$ cat config.mk
export PLATFORM = sky130hd
export DESIGN_NAME = lin_endpoint_fit
export DESIGN_NICKNAME = d
export VERILOG_FILES = /design/src/rtl/lin_pkg.sv /design/src/rtl/lin_table_ram.sv /design/src/rtl/lin_seq_div.sv /design/src/rtl/lin_endpoint_fit.sv
export SDC_FILE = /design/constraint.sdc
export NUM_CORES = 2
export LEC_CHECK = 0
export CORE_UTILIZATION = 60
export DETAILED_ROUTE_END_ITERATION = 6
export PLACE_DENSITY_LB_ADDON = 0.1
export SLEW_MARGIN = 10
export SYNTH_ARGS = -nofsm -noshare
export SYNTH_HDL_FRONTEND = slang
export SYNTH_HIERARCHICAL = 1
export SYNTH_SLANG_ARGS = --single-unit
$ cat constraint.sdc
create_clock -name clk -period 17.2 [get_ports clk]
set_input_delay 1.72 -clock clk [delete_from_list [all_inputs] [get_ports clk]]
set_output_delay 1.72 -clock clk [all_outputs]
set_load 0.05 [all_outputs]
$ cat src/rtl/lin_pkg.sv
package lin_pkg;
    localparam int VOLT_W = 32;
    localparam int FRAC_W = 16;
    localparam int RES_W  = 24;
    localparam int NUM_W  = 64;

    typedef enum logic [3:0] {
        ST_LOAD, ST_CHECK, ST_FAIL, ST_FETCH, ST_LATCH,
        ST_DNL_GO, ST_DNL_RUN, ST_INL_GO, ST_INL_RUN, ST_EMIT,
        ST_LSB_GO, ST_LSB_RUN, ST_OFS_GO, ST_OFS_RUN, ST_SUMMARY
    } lin_state_t;
endpackage

$ cat src/rtl/lin_table_ram.sv
module lin_table_ram #(
    parameter int DEPTH = 15,
    parameter int AW    = 4,
    parameter int DW    = 32
) (
    input  logic          clk,
    input  logic          we,
    input  logic [AW-1:0] waddr,
    input  logic [DW-1:0] wdata,
    input  logic [AW-1:0] raddr,
    output logic [DW-1:0] rdata
);
    logic [DW-1:0] mem [DEPTH];

    always_ff @(posedge clk) begin
        if (we) mem[waddr] <= wdata;
        rdata <= mem[raddr];
    end
endmodule

$ cat src/rtl/lin_seq_div.sv
module lin_seq_div #(
    parameter int NW = 64,
    parameter int DW = 32
) (
    input  logic          clk,
    input  logic          rst_n,
    input  logic          start,
    input  logic [NW-1:0] num,
    input  logic [DW-1:0] den,
    output logic          busy,
    output logic          done,
    output logic [NW-1:0] quot
);
    localparam int CW = $clog2(NW + 1);

    logic [DW-1:0] rem_q;
    logic [DW-1:0] den_q;
    logic [CW-1:0] cnt_q;
    logic [DW:0]   trial;

    assign trial = {rem_q, quot[NW-1]};

    always_ff @(posedge clk or negedge rst_n) begin
        if (!rst_n) begin
            rem_q <= '0;
            den_q <= '0;
            cnt_q <= '0;
            quot  <= '0;
            busy  <= 1'b0;
            done  <= 1'b0;
        end else begin
            done <= 1'b0;
            if (start) begin
                rem_q <= '0;
                den_q <= den;
                quot  <= num;
                cnt_q <= CW'(NW);
                busy  <= 1'b1;
            end else if (busy) begin
                if (trial >= {1'b0, den_q}) begin
                    rem_q <= DW'(trial - {1'b0, den_q});
                    quot  <= {quot[NW-2:0], 1'b1};
                end else begin
                    rem_q <= trial[DW-1:0];
                    quot  <= {quot[NW-2:0], 1'b0};
                end
                cnt_q <= cnt_q - 1'b1;
                if (cnt_q == CW'(1)) begin
                    busy <= 1'b0;
                    done <= 1'b1;
                end
            end
        end
    end

    // a new division never begins on top of a running one
    p_div_start_idle_r7: assert property (@(posedge clk) disable iff (!rst_n)
        start |-> !busy);
    // completion ends the busy phase
    p_div_done_ends_r7: assert property (@(posedge clk) disable iff (!rst_n)
        done |-> !busy);
endmodule

$ cat src/rtl/lin_endpoint_fit.sv
module lin_endpoint_fit
    import lin_pkg::*;
#(
    parameter int N = 4
) (
    input  logic                 clk,
    input  logic                 rst_n,
    input  logic                 in_valid,
    output logic                 in_ready,
    input  logic [VOLT_W-1:0]    in_volt,
    output logic                 out_valid,
    input  logic                 out_ready,
    output logic                 out_kind,
    output logic [N-1:0]         out_code,
    output logic [RES_W-1:0]     out_dnl,
    output logic [RES_W-1:0]     out_inl,
    output logic [VOLT_W-1:0]    out_lsb,
    output logic [VOLT_W:0]      out_offset,
    output logic                 out_done,
    output logic                 out_err
);
    localparam int NTR = (1 << N) - 1;
    localparam int TM1 = NTR - 1;
    localparam logic signed [NUM_W-1:0] TM1_S = NUM_W'(TM1);
    localparam logic [NUM_W-1:0] RES_MAX = NUM_W'((1 << (RES_W - 1)) - 1);

    lin_state_t st_q, st_d;

    logic [N-1:0]        ld_idx, k_q;
    logic [VOLT_W-1:0]   v0_q, vl_q, span_q, cur_q, prev_q, rd_data;
    logic [RES_W-1:0]    dnl_q, inl_q;
    logic [VOLT_W-1:0]   lsb_q;
    logic [VOLT_W:0]     ofs_q;
    logic                take;

    logic                div_start, div_busy, div_done;
    logic [NUM_W-1:0]    div_num, div_q;
    logic [VOLT_W-1:0]   div_den;

    logic signed [NUM_W-1:0] cur_s, prev_s, v0_s, span_s, k_s;
    logic signed [NUM_W-1:0] dnl_raw, inl_raw;

    function automatic logic [NUM_W-1:0] mag_of(input logic signed [NUM_W-1:0] x);
        return (x < 0) ? NUM_W'(-x) : NUM_W'(x);
    endfunction

    function automatic logic [RES_W-1:0] clamp_sign(input logic [NUM_W-1:0] q,
                                                    input logic neg);
        logic [RES_W-1:0] m;
        m = (q > RES_MAX) ? RES_W'(RES_MAX) : q[RES_W-1:0];
        return neg ? RES_W'(-m) : m;
    endfunction

    assign take = in_valid && in_ready;

    lin_table_ram #(.DEPTH(NTR), .AW(N), .DW(VOLT_W)) u_tab (
        .clk   (clk),
        .we    (take),
        .waddr (ld_idx),
        .wdata (in_volt),
        .raddr (k_q),
        .rdata (rd_data)
    );

    lin_seq_div #(.NW(NUM_W), .DW(VOLT_W)) u_div (
        .clk   (clk),
        .rst_n (rst_n),
        .start (div_start),
        .num   (div_num),
        .den   (div_den),
        .busy  (div_busy),
        .done  (div_done),
        .quot  (div_q)
    );

    assign cur_s  = $signed({{(NUM_W-VOLT_W){1'b0}}, cur_q});
    assign prev_s = $signed({{(NUM_W-VOLT_W){1'b0}}, prev_q});
    assign v0_s   = $signed({{(NUM_W-VOLT_W){1'b0}}, v0_q});
    assign span_s = $signed({{(NUM_W-VOLT_W){1'b0}}, span_q});
    assign k_s    = $signed({{(NUM_W-N){1'b0}}, k_q});

    assign dnl_raw = (k_q == '0) ? '0 : (cur_s - prev_s) * TM1_S - span_s;
    assign inl_raw = (cur_s - v0_s) * TM1_S - k_s * span_s;

    // divider operands, chosen by the state
    always_comb begin
        div_num   = '0;
        div_den   = span_q;
        div_start = 1'b0;
        unique case (st_q)
            ST_DNL_GO: begin
                div_start = 1'b1;
                div_num   = (mag_of(dnl_raw) << FRAC_W) + NUM_W'(span_q >> 1);
            end
            ST_INL_GO: begin
                div_start = 1'b1;
                div_num   = (mag_of(inl_raw) << FRAC_W) + NUM_W'(span_q >> 1);
            end
            ST_LSB_GO: begin
                div_start = 1'b1;
                div_num   = NUM_W'(span_q) + NUM_W'(TM1 / 2);
                div_den   = VOLT_W'(TM1);
            end
            ST_OFS_GO: begin
                div_start = 1'b1;
                div_num   = NUM_W'(span_q) + NUM_W'(TM1);
                div_den   = VOLT_W'(2 * TM1);
            end
            default: ;
        endcase
    end

    // state register
    always_ff @(posedge clk or negedge rst_n) begin
        if (!rst_n) st_q <= ST_LOAD;
        else        st_q <= st_d;
    end

    // next state
    always_comb begin
        st_d = st_q;
        unique case (st_q)
            ST_LOAD:    if (take && ld_idx == N'(TM1)) st_d = ST_CHECK;
            ST_CHECK:   st_d = (vl_q > v0_q) ? ST_FETCH : ST_FAIL;
            ST_FAIL:    st_d = ST_LOAD;
            ST_FETCH:   st_d = ST_LATCH;
            ST_LATCH:   st_d = ST_DNL_GO;
            ST_DNL_GO:  st_d = ST_DNL_RUN;
            ST_DNL_RUN: if (div_done) st_d = ST_INL_GO;
            ST_INL_GO:  st_d = ST_INL_RUN;
            ST_INL_RUN: if (div_done) st_d = ST_EMIT;
            ST_EMIT:    if (out_ready) st_d = (k_q == N'(TM1)) ? ST_LSB_GO : ST_FETCH;
            ST_LSB_GO:  st_d = ST_LSB_RUN;
            ST_LSB_RUN: if (div_done) st_d = ST_OFS_GO;
            ST_OFS_GO:  st_d = ST_OFS_RUN;
            ST_OFS_RUN: if (div_done) st_d = ST_SUMMARY;
            ST_SUMMARY: if (out_ready) st_d = ST_LOAD;
            default:    st_d = ST_LOAD;
        endcase
    end

    // outputs
    always_comb begin
        in_ready   = (st_q == ST_LOAD);
        out_valid  = (st_q == ST_EMIT) || (st_q == ST_SUMMARY);
        out_kind   = (st_q == ST_SUMMARY);
        out_done   = (st_q == ST_SUMMARY);
        out_err    = (st_q == ST_FAIL);
        out_code   = k_q;
        out_dnl    = dnl_q;
        out_inl    = inl_q;
        out_lsb    = lsb_q;
        out_offset = ofs_q;
    end

    // datapath registers
    always_ff @(posedge clk or negedge rst_n) begin
        if (!rst_n) begin
            ld_idx <= '0;
            k_q    <= '0;
            v0_q   <= '0;
            vl_q   <= '0;
            span_q <= '0;
            cur_q  <= '0;
            prev_q <= '0;
            dnl_q  <= '0;
            inl_q  <= '0;
            lsb_q  <= '0;
            ofs_q  <= '0;
        end else begin
            unique case (st_q)
                ST_LOAD: if (take) begin
                    if (ld_idx == '0) v0_q <= in_volt;
                    if (ld_idx == N'(TM1)) begin
                        vl_q   <= in_volt;
                        ld_idx <= '0;
                    end else begin
                        ld_idx <= ld_idx + 1'b1;
                    end
                end
                ST_CHECK: begin
                    span_q <= vl_q - v0_q;
                    k_q    <= '0;
                    prev_q <= v0_q;
                end
                ST_LATCH:   cur_q <= rd_data;
                ST_DNL_RUN: if (div_done) dnl_q <= clamp_sign(div_q, dnl_raw < 0);
                ST_INL_RUN: if (div_done) inl_q <= clamp_sign(div_q, inl_raw < 0);
                ST_EMIT: if (out_ready) begin
                    prev_q <= cur_q;
                    if (k_q != N'(TM1)) k_q <= k_q + 1'b1;
                end
                ST_LSB_RUN: if (div_done) lsb_q <= div_q[VOLT_W-1:0];
                ST_OFS_RUN: if (div_done)
                    ofs_q <= {1'b0, v0_q} - {1'b0, div_q[VOLT_W-1:0]};
                default: ;
            endcase
        end
    end

    // collection and result phases never overlap
    p_load_quiet_r1: assert property (@(posedge clk) disable iff (!rst_n)
        in_ready |-> !out_valid);
    // first index has zero DNL
    p_dnl_first_zero_r4: assert property (@(posedge clk) disable iff (!rst_n)
        (out_valid && !out_kind && out_code == '0) |-> out_dnl == '0);
    // INL pinned to zero at both end indices
    p_inl_ends_r5: assert property (@(posedge clk) disable iff (!rst_n)
        (out_valid && !out_kind && (out_code == '0 || out_code == N'(TM1)))
            |-> out_inl == '0);
    // a stalled record holds
    p_hold_r9: assert property (@(posedge clk) disable iff (!rst_n)
        (out_valid && !out_ready) |=> (out_valid && $stable(out_kind) &&
            $stable(out_code) && $stable(out_dnl) && $stable(out_inl)));
    // done only travels with the summary
    p_done_summary_r10: assert property (@(posedge clk) disable iff (!rst_n)
        out_done |-> (out_valid && out_kind));
    // error pulse is single and silent
    p_err_pulse_r11: assert property (@(posedge clk) disable iff (!rst_n)
        out_err |=> (!out_err && in_ready && !out_valid));
endmodule

### Yosys cells after proc, flatten, opt, wreduce, memory -nomap -nowiden

Memories as Yosys holds them, arrays and structs flattened. A register that Yosys moved wholly into a read port is not among the register bits.
Index checks and enable logic that the tools add are counted.

| storage, ports and cells | value |
|---|---|
| bits in registers | 422 |
| memory bits (writable) | 480 |
| input bits | 36 |
| logic and storage cells | 130 |
| memories | 1 |

| cells by class | value |
|---|---|
| add/sub/neg operators | 17 |
| $mul | 3 |
| order comparisons | 5 |
| equal/unequal tests | 26 |
| multiplexer cells | 41 |
| reductions and logical operators | 19 |

Memories:

| name | words | width | rd ports | clocked after Yosys merged registers in | wr ports | line | source |
|---|---|---|---|---|---|---|---|
| u_tab.mem | 15 | 32 | 1 | 1 | 1 | lin_table_ram.sv:13 | `logic [DW-1:0] mem [DEPTH];` |

Operator list:

| operator | count |
|---|---|
| one-hot mux 64 bit (4 select lines) | 1 |
| two-way mux 64 bit | 3 |
| adder 64 x 31 -> 64 bit | 2 |
| two-way mux 32 bit | 4 |
| one-hot mux 32 bit (2 select lines) | 2 |
| subtractor 32 x 32 -> 33 bit | 3 |
| two-way mux 48 bit | 2 |
| two-way mux 24 bit | 3 |
| > comparator 64 x 23 -> 1 bit, second input constant | 1 |
| < comparator 64 x 1 -> 1 bit, second input constant | 1 |
| multiplier 64 x 3 -> 63 bit, second input constant | 1 |
| subtractor 32 bit | 2 |
| subtractor 64 x 32 -> 64 bit | 1 |
| one-hot mux 4 bit (14 select lines) | 1 |
| negator 39 -> 48 bit | 1 |
| negator 48 bit | 1 |
| two-way mux 4 bit | 11 |
| < comparator 39 x 1 -> 1 bit, second input constant | 1 |
| subtractor 38 x 37 -> 39 bit | 1 |
| multiplier 33 x 4 -> 37 bit, second input constant | 1 |
| equality test 4 bit, second input constant | 9 |
| multiplier 4 x 32 -> 36 bit | 1 |
| adder 32 x 3 -> 33 bit, second input constant | 1 |
| adder 32 x 4 -> 33 bit, second input constant | 1 |
| other kinds (23) | 56 |

### Logic depth before layout (Yosys ltp)

| depth | value |
|---|---|
| depth after elaboration | 9 |
| gate-level depth with buffers | 64 |

### Hierarchy

Netlist, hierarchy kept.

Modules (own cells, without submodules):

| module | instances | cells an instance | area an instance (µm²) |
|---|---|---|---|
| lin_endpoint_fit | 1 | 4,753 | 37,254.5 |
| lin_table_ram | 1 | 886 | 18,885.6 |
| lin_seq_div | 1 | 864 | 7,962.6 |

### Worst setup path before layout

Ideal clock, no wire load.

| timing | value |
|---|---|
| path kind | register to register |
| from | reg k_q[3] (netlist: out_code[3]) |
| to | reg u_div.quot[51] |
| arrival | 11.475 ns |
| required time | 17.117 ns |
| setup slack | 5.642 ns |
| stages on the path, launching flop included | 57 |
| clock period less this slack | 11.558 ns |
| cells stage by stage | dfrtp_1 clkbuf_1 clkbuf_1 nand2_1 fa_1 fa_1 inv_1 ha_1 a21o_1 a21oi_1 o21ai_0 a21oi_1 nand2b_1 a21oi_1 o31a_1 o211a_1 o31a_1 a2111o_1 [21 not listed] a21oi_1 o21ai_0 a21oi_1 o21ai_0 a21oi_1 o21ai_0 a21oi_1 nor2_1 a211oi_1 o21ai_0 a311o_1 nand3_1 or3_1 clkbuf_1 or4_1 a21oi_1 nand2_1 o21ai_0 |

| on the way | value |
|---|---|
| cells in the longest elaborated chain, start to end | 7 |
| elaborated cells between the ends (all ways) | 14 |
| classes of those cells | add/sub (5); mul (1); order compare (2); mux (5); reduce/logical (1) |

Ends and longest elaborated chain:

| element | line | source |
|---|---|---|
| start: declaration | lin_endpoint_fit.sv:29 | `logic [N-1:0] ld_idx, k_q;` |
| start signal: assignment | lin_endpoint_fit.sv:191 | `if (k_q != N'(TM1)) k_q <= k_q + 1'b1;` |
| multiplier 4 x 32 -> 36 bit or logical NOT 4 bit (tied branches) | lin_endpoint_fit.sv:83, lin_endpoint_fit.sv:82 |  |
| subtractor 38 x 37 -> 39 bit or two-way mux 64 bit (tied branches) | lin_endpoint_fit.sv:83, lin_endpoint_fit.sv:82 |  |
| negator 39 -> 48 bit (tied with other cells) | lin_endpoint_fit.sv:44 | `return (x < 0) ? NUM_W'(-x) : NUM_W'(x);` |
| two-way mux 48 bit | lin_endpoint_fit.sv:44 |  |
| adder 64 x 31 -> 64 bit (on tied branches) | lin_endpoint_fit.sv:97, lin_endpoint_fit.sv:93 |  |
| one-hot mux 64 bit (4 select lines) * | lin_endpoint_fit.sv:90 | `unique case (st_q)` |
| named net div_num[51] | lin_endpoint_fit.sv:37 | `logic [NUM_W-1:0] div_num, div_q;` |
| two-way mux 64 bit * | lin_seq_div.sv:33 | `if (start) begin` |
| end signal: assignment | lin_seq_div.sv:36 | `quot <= num;` |
| end signal: assignment | lin_seq_div.sv:42 | `quot <= {quot[NW-2:0], 1'b1};` |
| end signal: assignment | lin_seq_div.sv:45 | `quot <= {quot[NW-2:0], 1'b0};` |
| end: declaration | lin_seq_div.sv:12 | `output logic [NW-1:0] quot` |

The timed path passes the listed nets; every way through them passes the cells marked *.
A chain may end at the register's enable or synchronous reset.

### Worst setup path after layout

| timing | value |
|---|---|
| from | reg cur_q[1] |
| to | reg u_div.quot[50] |

| on the way | value |
|---|---|
| cells in the longest elaborated chain, start to end | 9 |
| elaborated cells between the ends (all ways) | 17 |
| classes of those cells | add/sub (8); mul (2); order compare (2); mux (5) |

Ends and longest elaborated chain:

| element | line | source |
|---|---|---|
| start: declaration | lin_endpoint_fit.sv:30 | `logic [VOLT_W-1:0] v0_q, vl_q, span_q, cur_q, prev_q, rd_data;` |
| start signal: assignment | lin_endpoint_fit.sv:186 | `ST_LATCH: cur_q <= rd_data;` |
| subtractor 32 x 32 -> 33 bit | lin_endpoint_fit.sv:82 | `assign dnl_raw = (k_q == '0) ? '0 : (cur_s - prev_s) * TM1_S - span_s;` |
| multiplier 64 x 3 -> 63 bit | lin_endpoint_fit.sv:82 |  |
| subtractor 64 x 32 -> 64 bit | lin_endpoint_fit.sv:82 |  |
| two-way mux 64 bit | lin_endpoint_fit.sv:82 |  |
| < comparator 64 x 1 -> 1 bit or negator 48 bit (tied branches) | lin_endpoint_fit.sv:44 |  |
| two-way mux 48 bit | lin_endpoint_fit.sv:44 |  |
| adder 64 x 31 -> 64 bit | lin_endpoint_fit.sv:93 | `div_num = (mag_of(dnl_raw) << FRAC_W) + NUM_W'(span_q >> 1);` |
| one-hot mux 64 bit (4 select lines) * | lin_endpoint_fit.sv:90 |  |
| named net div_num[50] | lin_endpoint_fit.sv:37 |  |
| two-way mux 64 bit * | lin_seq_div.sv:33 |  |

Marks and branches as above.

==> metrics.md <==
| Metric | Value |
|---|---|
| Status | complete, but fails checks |
| Violated checks | DRC |
| Cell count after synthesis | 6,503 |
| Fill cells | 8,327 |
| Post-synth top area cell | edfxtp_1 |
| Num ports | 158 |
| Die X | 328.9 um |
| DP Worst Slack | 4098 ps |
| Levels on crit path | 59 |
| Number of vias per cell | 6.369 |
| Final WL | 199,400 um |
| Hold-critical path endpoint | cur_q[25] |
| Worst Path Arrival | 14,130 ps |
| R2r setup slk | 3670 ps |
| Full die area | 108,100 sq um |
| #FFs+latches synth | 934 |
| GRT overflow | 0 |
| Count of nets after finishing | 7,094 |
| Final WS setup | 3673 ps |
| Startpoint Class | register |
| Antenna violations before repair | 4 |
| Largest net degree at the start of global routing | 158 |
| Max-slew headroom | 26.61% |
| Vias in the first global route | 48.33k |
| Core area | 105,600 sq um |
| Post-CTS Hold Fix Bufs | 0 |
| Reg clk slew, reported paths | 60 ps |
| Async S/R FF share, synth | 45.18% |
| Kind of cell adding the most delay to the critical path | compound AO/OA/AOI/OAI gates |
| Post-synth top cells | nand2_1, inv_1, edfxtp_1 |
| Die H | 328.9 um |
| Port bufs | 157 |
| CTS sink count | 934 |
| Global Route Usage Sum | 36.38% |
| Buffer and inverter count on the worst path | 1 |
| Starting density of the core | 60.72% |
| Worst slew pin tran | 1101 ps |
| Min-delay src | u_tab/rdata[25] |
| Avg WL per Cell | 24.89 um |
| Final period util | 78.65% |
| Biggest register | u_tab/mem |
| Layout cell share with drive strength beyond 1 | 8.628% |
| First-pass GRT wire length | 296,200 um |
| Dominant cells by area after synthesis | edfxtp_1, dfrtp_1, ha_1 |
| Row cnt | 119 |
| Reg-to-reg startpoint | cur_q[1] |
| Post-Syn Area | 64,100 sq um |
| Fin cells | 8,012 |
| Synth Warn # | 6 |
| Area growth from synthesis to layout | 9.451% |
| Max stage delay on crit path | 730 ps |
| EDFF count, synth | 480 |
| Reg2reg path depth | 59 |
| Initial drt markers | 5,575 |
| Sum Neg Setup Slack | 0 ps |
| DR vias | 51.03k |
| FF-to-FF End | u_div/quot[50] |
| Max reg flops | 480 |
| Worst Setup End Kind | register |
| Top cell type's share of synthesized area | 22.49% |
| DRT antenna net count | 0 |
| Endpoints failing hold | 0 |
| CTS tree | done |
| Netlist cell types | 121 |
| Most frequent cell after synthesis | nand2_1 |
| WP data required | 17,800 ps |
| Setup violators final | 0 |
| Final Skew | 50.98 ps |
| Register area share after synthesis | 39.96% |
| Hold Path Stages | 1 |
| Drt pass-1 iters | 7 |
| Kind of critical path | register to register |
| CTS HTree Levels | 3 |
| Syn Area/Cell | 9.857 sq um |
| Slowest-stage cell, CP | o21ai_2 |
| RD Place Congestion | 1.025 |
| Max-slew violations | 0 |
| Post_cts resized | 0 |
| DP Wirelength | 149,700 um |
| Hold Crit Class | register to register |
| CTS buffer count | 95 |
| Placed cell count | 7,829 |
| Clock Latency Late Sink | 710 ps |
| Clock Path Buffers | 3 |
| Min cycle time layout | 13,530 ps |
| Root buffer cell | clkbuf_16 |
| Ys flop type | edfxtp_1 |
| Fmax | 73.92 MHz |
| Post-CTS Setup Bufs | 0 |
| Total of max-cap violations | 0 |
| Critical path fanouts, max | 16 |
| Cell repeated most along the worst path | o21ai_0 |
| Residual DRC count | 1 |
| Setup repair after global routing missed its margin | no |
routing by layer:
layer	vias to the layer above	part of all wire, %	track usage [%]
met1	24794	40	47.66
li1	23566	-	-
met5	-	0.020	0
met3	487	6.9	4.643
met2	2179	47	58.77
met4	6	6.0	19.97
area by class of cell:
type / count / area [sq um] / share of cell area [%]
Antenna cell: 3 / 7.507 / 0.01070
Clock inverter: 52 / 660.6 / 0.9416
Inverter: 513 / 1926 / 2.745
Clock buffer: 128 / 2631 / 3.750
Sequential cell: 934 / 25630 / 36.53
Tap cell: 1391 / 1740 / 2.481
Multi-Input combinational cell: 4769 / 35490 / 50.59
Timing Repair Buffer: 222 / 2077 / 2.960
logic make-up after synthesis:
family	after synthesis	synth area share, %
compound gates	1662	16.65
xor+xnor	398	5.450
fa+ha+maj	523	11.61
buf+inv	804	4.966
flops	934	39.96
mux	362	7.716
other cells	1	0.005850
simple gates	1819	13.64
layout by cell type (no fill, tap or decap), types with 55 or more instances in the layout:
| cell | count |
|---|---|
| nand2_1 | 600 |
| inv_1 | 507 |
| edfxtp_1 | 480 |
| o21ai_0 | 440 |
| dfrtp_1 | 418 |
| nor2_1 | 414 |
| ha_1 | 403 |
| a21oi_1 | 402 |
| xnor2_1 | 241 |
| xor2_1 | 156 |
| clkdlybuf4s50_1 | 156 |
| nor3_1 | 142 |
| mux2_2 | 136 |
| a21o_1 | 134 |
| mux2i_1 | 133 |
| nand3_1 | 121 |
| fa_1 | 120 |
| clkbuf_16 | 95 |
| mux4_2 | 92 |
| a211oi_1 | 86 |
| and3_1 | 70 |
| nand2b_1 | 66 |
| nor2b_1 | 65 |
| buf_4 | 64 |
| o211ai_1 | 62 |
| o21a_1 | 59 |
| a31oi_1 | 57 |
| nand4_1 | 55 |
stage by stage:
step / area, sq um / hold slack (ps) / utilization (%)
after floorplan: 64120 / 409.6 / -
final: 70160 / 442.8 / 66.46
after global routing: 70160 / 450.2 / 66.46
after global placement: 66860 / 444.7 / 63.34
after detailed placement: 66860 / 448.4 / 63.34
after CTS: 70150 / 441.7 / 66.46
worst max path at each step:
stage,start,to
6_report,cur_q[1],u_div/quot[50]
4_1_cts,cur_q[1],u_div/quot[51]
3_3_place_gp,cur_q[1],u_div/quot[51]
3_5_place_dp,cur_q[1],u_div/quot[50]
5_1_grt,cur_q[1],u_div/quot[48]
2_1_floorplan,out_code[3],u_div/quot[51]
worst reg2reg max path: cells and delay by family, from the launching register on:
| kind | cells | cell delay, ps |
|---|---|---|
| fa+ha+maj | 5 | 2010 |
| buf+inv | 1 | 60 |
| simple gates | 19 | 3910 |
| flops | 1 | 440 |
| compound gates | 32 | 6540 |
| xor+xnor | 2 | 410 |
Power is left out: the tool's default activity adds up to more than one toggle a clock period on the data nets, which glitch-free logic cannot reach.
